File: src/rtl/twiddle_cmul.sv
module twiddle_cmul #(
  parameter int DW    = 16,
  parameter int MULTS = 3
) (
  input  logic                 clk,
  input  logic                 rst_n,
  input  logic                 vld_i,
  input  logic signed [DW-1:0] dat_re_i,
  input  logic signed [DW-1:0] dat_im_i,
  input  logic signed [DW-1:0] tw_re_i,
  input  logic signed [DW-1:0] tw_im_i,
  output logic                 vld_o,
  output logic signed [DW-1:0] re_o,
  output logic signed [DW-1:0] im_o
);
  localparam int FB = DW - 2;
  localparam int AW = DW + 1;
  localparam int MW = 2 * DW + 2;
  localparam int SW = 2 * DW + 3;
  localparam logic signed [DW-1:0] ONE = DW'(1 << FB);

  logic v1, v2, v3;
  logic [1:0] age;
  logic signed [SW-1:0] re3, im3;

  always_ff @(posedge clk or negedge rst_n)
    if (!rst_n) begin
      {v1, v2, v3} <= '0;
      age <= '0;
    end else begin
      {v1, v2, v3} <= {vld_i, v1, v2};
      if (age != 2'd3) age <= age + 2'd1;
    end

  generate
    if (MULTS == 3) begin : g_three
      logic signed [AW-1:0] sa, sb, sc;
      logic signed [DW-1:0] ar1, ai1, br1;
      logic signed [MW-1:0] k1, k2, k3;
      always_ff @(posedge clk) begin
        if (vld_i) begin
          sa  <= AW'(dat_re_i) + AW'(dat_im_i);
          sb  <= AW'(tw_im_i) - AW'(tw_re_i);
          sc  <= AW'(tw_re_i) + AW'(tw_im_i);
          ar1 <= dat_re_i;
          ai1 <= dat_im_i;
          br1 <= tw_re_i;
        end
        if (v1) begin
          k1 <= MW'(br1) * MW'(sa);
          k2 <= MW'(ar1) * MW'(sb);
          k3 <= MW'(ai1) * MW'(sc);
        end
        if (v2) begin
          re3 <= SW'(k1) - SW'(k3);
          im3 <= SW'(k1) + SW'(k2);
        end
      end
    end else begin : g_four
      logic signed [DW-1:0] ar1, ai1, br1, bi1;
      logic signed [MW-1:0] p0, p1, p2, p3;
      always_ff @(posedge clk) begin
        if (vld_i) begin
          ar1 <= dat_re_i;
          ai1 <= dat_im_i;
          br1 <= tw_re_i;
          bi1 <= tw_im_i;
        end
        if (v1) begin
          p0 <= MW'(ar1) * MW'(br1);
          p1 <= MW'(ai1) * MW'(bi1);
          p2 <= MW'(ar1) * MW'(bi1);
          p3 <= MW'(ai1) * MW'(br1);
        end
        if (v2) begin
          re3 <= SW'(p0) - SW'(p1);
          im3 <= SW'(p2) + SW'(p3);
        end
      end
    end
  endgenerate

  assign vld_o = v3;
  assign re_o  = re3[FB +: DW];
  assign im_o  = im3[FB +: DW];

  p_valid_delay_r4: assert property (@(posedge clk) disable iff (!rst_n)
    (age == 2'd3) |-> (vld_o == $past(vld_i, 3)));

  p_unit_twiddle_r6: assert property (@(posedge clk) disable iff (!rst_n)
    (age == 2'd3 && $past(vld_i, 3) && $past(tw_re_i, 3) == ONE && $past(tw_im_i, 3) == '0)
    |-> (re_o == $past(dat_re_i, 3) && im_o == $past(dat_im_i, 3)));

  p_zero_twiddle_r1: assert property (@(posedge clk) disable iff (!rst_n)
    (age == 2'd3 && $past(vld_i, 3) && $past(tw_re_i, 3) == '0 && $past(tw_im_i, 3) == '0)
    |-> (re_o == '0 && im_o == '0));

  p_reset_quiet_r7: assert property (@(posedge clk)
    !rst_n |-> !vld_o);

  p_early_quiet_r7: assert property (@(posedge clk) disable iff (!rst_n)
    (age == 2'd0) |-> !vld_o);
endmodule

File: config.mk
export PLATFORM = sky130hd
export DESIGN_NAME = twiddle_cmul
export DESIGN_NICKNAME = d
export VERILOG_FILES = /design/src/rtl/twiddle_cmul.sv
export SDC_FILE = /design/constraint.sdc
export NUM_CORES = 2
export LEC_CHECK = 0
export CAP_MARGIN = 20
export CORE_ASPECT_RATIO = 2
export CORE_UTILIZATION = 35
export CTS_CLUSTER_SIZE = 12
export DETAILED_ROUTE_END_ITERATION = 6
export PLACE_DENSITY = 0.51
export SETUP_SLACK_MARGIN = 0.3
export SYNTH_ARGS = -nofsm -noshare
export SYNTH_HDL_FRONTEND = slang
export SYNTH_SLANG_ARGS = --single-unit
File: constraint.sdc
create_clock -name clk -period 16 [get_ports clk]
set_clock_uncertainty 0.15 [all_clocks]
set_input_delay 3.2 -clock clk [delete_from_list [all_inputs] [get_ports clk]]
set_output_delay 3.2 -clock clk [all_outputs]
set_load 0.01 [all_outputs]
=== Yosys cells after proc, flatten, opt, wreduce, memory -nomap -nowiden ===
Cells that the tools add are included.

* Add/sub/neg operators: 5
* Multiply operators: 3

{| class="wikitable"
|+ Operator list
! kind !! count
|-
| $mul 16x17->30 || 3
|-
| $add 16x16->17 || 2
|-
| $add 30x30->30 || 1
|-
| $sub 30x30->30 || 1
|-
| $sub 16x16->17 || 1
|}

* Bits in registers: 252
* Input port bits: 67
* Output and inout bits: 33
* Logic and storage cells: 22

=== Depth between registers and ports, before layout ===
* Depth in word-level cells: 1
* Mapped depth: 25
* Mapped depth without buffers: 24

=== Worst setup path after synthesis ===
Ideal clock, no wire load.

* Path type: register -> register
* Start: register g_three.ai1[1]
* End: register g_three.k3[28] (data pin)
* Library setup time: 0.258 ns
* Data arrival time: 5.937 ns
* Path slack: 9.655 ns
* Stages on the path, launching flop included: 22
* Path buffers: 1
* Clock period less this slack: 6.345 ns
* Cells stage by stage: edfxtp_1 > clkbuf_1 > nand2_1 > inv_1 > fa_1 > inv_1 > fa_1 > inv_1 > fa_1 > fa_1 > fa_1 > inv_1 > fa_1 > inv_1 > ha_1 > a21o_1 > a21oi_1 > nor4b_4 > a211oi_1 > or4_1 > a21oi_1 > xnor2_1

* Longest elaborated chain between the ends: 1

{| class="wikitable"
|+ Ends and longest elaborated chain
! element !! RTL line !! source
|-
| from (decl) || 38 || <nowiki>logic signed [DW-1:0] ar1, ai1, br1;</nowiki>
|-
| from (signal assigned) || 46 || <nowiki>ai1 <= dat_im_i;</nowiki>
|-
| $mul 16x17->30 || 52 || <nowiki>k3 <= MW'(ai1) * MW'(sc);</nowiki>
|-
| to (signal assigned) || 52 ||
|-
| to (decl) || 39 || <nowiki>logic signed [MW-1:0] k1, k2, k3;</nowiki>
|}

No other way between the ends.
A chain may end at the register's enable or synchronous reset.

=== Final worst setup path ===
* Start: register g_three.sb[11]
* End: register g_three.k2[28] (data pin)

* Longest elaborated chain between the ends: 1

{| class="wikitable"
|+ Ends and longest elaborated chain
! element !! RTL line !! source
|-
| from (decl) || 37 || <nowiki>logic signed [AW-1:0] sa, sb, sc;</nowiki>
|-
| from (signal assigned) || 43 || <nowiki>sb <= AW'(tw_im_i) - AW'(tw_re_i);</nowiki>
|-
| $mul 16x17->30 || 51 || <nowiki>k2 <= MW'(ar1) * MW'(sb);</nowiki>
|-
| to (signal assigned) || 51 ||
|-
| to (decl) || 39 ||
|}

No other way between the ends.

==> summary.md <==
| Metric | Value |
|---|---|
| Post-Route Setup TNS | 0 ns |
| Clock Pin Slew Worst Setup and Hold Paths | 0.08 ns |
| Ports | 100 |
| Clock insertion delay at the later pin of the skew report | 0.63 ns |
| Mean Syn Cell Area | 9.88 sq um |
| Nets | 5183 |
| Worst-path fanout max | 16 |
| Die Width | 239 um |
| Min Tclk post-route | 7.06 ns |
| Slew headroom | 32.1% |
| Crit path top cell by count | fa_1 |
| HPWL Detailed | 100000 um |
| Worst-path cell chain | nand2_1, fa_1, fa_1, fa_1, inv_1, fa_1, fa_1, inv_1, fa_1, inv_1, ha_1, a21oi_1, nor2_1, o311ai_1, a211oi_1, o31ai_2, a211o_1, nand3_1, o41a_1, xor2_1 |
| Port bufs | 99 |
| CORE AREA | 111000 sq um |
| Post-CTS resize count | 0 |
| Most common cell in the synthesized netlist | inv_1 |
| Vias in the first global route | 29900 |
| Fmax | 0.142 GHz |
| GPL Wtd Cong | 0.865 |
| GRT Overall Usage | 21.2% |
| Initial antenna violation count | 4 |
| Synth Net Count | 5164 |
| Global-route wire length before repair | 177000 um |
| Asr flop ratio synth | 1.35% |
| Unrepaired setup endpoints after global routing | no |
| Critical Path Sink Type | register |
| Top_reg_cell synth | edfxtp_1 |
| Critical Path Max Stage Delay | 0.98 ns |
| Maxcap violations | 0 |
| Synth unique cells | 69 |
| Final Setup Violations | 0 |
| Least-Margin Pin Slew | 1.02 ns |
| Final Hold Viols | 0 |
| Initial DRC count | 1155 |
| Row cnt | 173 |
| First-pass DRT Iterations | 5 |
| DRT Wirelength | 118000 um |
| Final Max Slew Viols | 0 |
| Post-synth top area share | 38.7% |
| Die area | 114000 sq um |
| Via count | 27000 |
| Clk sink count | 223 |
| Worst R2R Setup Slack | 8.94 ns |
| Hold Buf Count CTS | 0 |
| Post-Syn Area | 39400 sq um |
| Layout cell share with drive strength beyond 1 | 1.89% |
| DRC | 0 |
| Largest net degree at the start of global routing | 59 |
| Vias per inst | 4.90 |
| Setup CP Type | reg -> reg |
| Remaining global-route overflow | 0 |
| Critical-path top delay cell | edfxtp_1 |
| Synth Instances | 3991 |
| H-tree depth | 1 |
| Clk root buf | clkbuf_16 |
| Num CTS Buffers | 26 |
| Top cells by area, synth | fa_1, edfxtp_1, ha_1 |
| #FFs+latches synth | 223 |
| Synth area leader | fa_1 |
| Synthesis Warnings | 0 |
| Final period util | 44.1% |
| Drt wl/cell | 21.4 um |
| CTS Buffer Depth | 3 |
| Critical Path Source Type | register |
| Sequential area share after synthesis | 16.9% |
| Post-CTS Setup Bufs | 0 |
| CTS tree | done |
| Starting Density | 35.4% |
| Post-DRT Antenna Nets | 0 |
| Worst hold path class | reg -> reg |
| Crit path required time | 16.22 ns |
| Arr. time, crit path | 7.28 ns |
| Commonest cells post-synth | inv_1, fa_1, nand2_1 |
| Die extent in y | 477 um |
| Number of synthesized flops with an enable pin | 220 |
| Area delta synth->final | 8.34% |
| Outcome | finished, final reports clean |
[critical path, delay by kind of cell (launching register included)]
family          cells  cell delay [ns]
fa+ha+maj           7             3.35
compound gates      6             1.62
flops               1             0.98
xor+xnor            1             0.14
simple gates        3             0.38
buf+inv             3             0.14
[final cells by class]
type                    count  area, sq um
well taps                1487         1860
repair buffers            108         1060
clock buffers              28          658
multi-input cells        2700        28700
fillers                 11200        68800
diodes                      1         2.50
flip-flops and latches    223         6690
clock inverters            16          146
inverters                 951         3570
[state kept, by name (all words and copies together) (netlist names), 17 cells and up]
| register | count |
|---|---|
| g_three.k1 | 30 |
| g_three.k2 | 30 |
| g_three.k3 | 30 |
| g_three.sa | 17 |
| g_three.sb | 17 |
[final timing paths]
check / from / endpoint / cells after the start
max in group asynchronous: rst_n / v1$_DFF_PN0_ / 1
max: g_three.sb[11]$_DFFE_PP_ / g_three.k2[28]$_DFFE_PP_ / 20
min reg2reg: g_three.k2[23]$_DFFE_PP_ / im3[23]$_DFFE_PP_ / 2
min: g_three.k2[23]$_DFFE_PP_ / im3[23]$_DFFE_PP_ / 2
min in group asynchronous: rst_n / vld_o$_DFF_PN0_ / 1
max reg2reg: g_three.sb[11]$_DFFE_PP_ / g_three.k2[28]$_DFFE_PP_ / 20
[layer usage]
| layer | wire length (um) | up-vias | GRT usage (%) |
|---|---|---|---|
| met2 | 67500 | 561 | 42.0 |
| li1 | - | 12100 | - |
| met3 | 2730 | 271 | 1.39 |
| met4 | 9170 | 0 | 14.0 |
| met1 | 38700 | 14100 | 20.5 |
| met5 | 0 | - | 0 |
[kinds of logic (layout without fill, tap and decap cells)]
group                    Yosys count  in the layout  synth area share, %
adder cells (fa/ha/maj)         1106           1106                 49.6
other                              0              1                    0
XOR/XNOR                         189            189                 4.20
AND/OR/NAND/NOR                 1068           1068                 13.3
buffers and inverters           1068           1103                 10.2
AO/OA/AOI/OAI                    337            337                 5.74
flip-flops                       223            223                 16.9
[layout by cell type, fill, tap and decap left out, types with 4 or more instances in the layout]
cell type	instances
inv_1	951
fa_1	762
nand2_1	437
and2_1	383
ha_1	344
edfxtp_1	220
xnor2_1	143
nor2_1	116
a21oi_1	105
clkdlybuf4s50_1	98
o21ai_0	51
xor2_1	46
a21o_1	45
nand3_1	29
nand2b_1	28
clkbuf_16	26
nor3_1	25
o21bai_1	21
o21a_1	17
a211oi_1	17
and3_1	12
nor2b_1	12
buf_4	10
or3_1	8
o211ai_1	7
o21ai_1	6
nand4_1	6
a31oi_1	6
clkinv_1	5
a41o_1	4
a211o_1	4
a21oi_2	4
o31ai_1	4
a2111oi_0	4
clkinv_2	4
[metrics by stage]
stage / setup WS, ns / hold WS [ns] / instance area, sq um / util (%) / cells
final: 8.94 / 0.571 / 42700 / 38.3 / 5514
after global routing: 8.64 / 0.629 / 42700 / 38.3 / 5514
after CTS: 8.95 / 0.587 / 42700 / 38.3 / 5513
after detailed placement: 8.98 / 0.555 / 41900 / 37.6 / 5469
after global placement: 9.00 / 0.561 / 41900 / 37.6 / 5469
after floorplan: 9.66 / 0.450 / 39400 / - / 3991
Power is left out: the tool's default activity adds up to more than one toggle a clock period on the data nets, which glitch-free logic cannot reach.
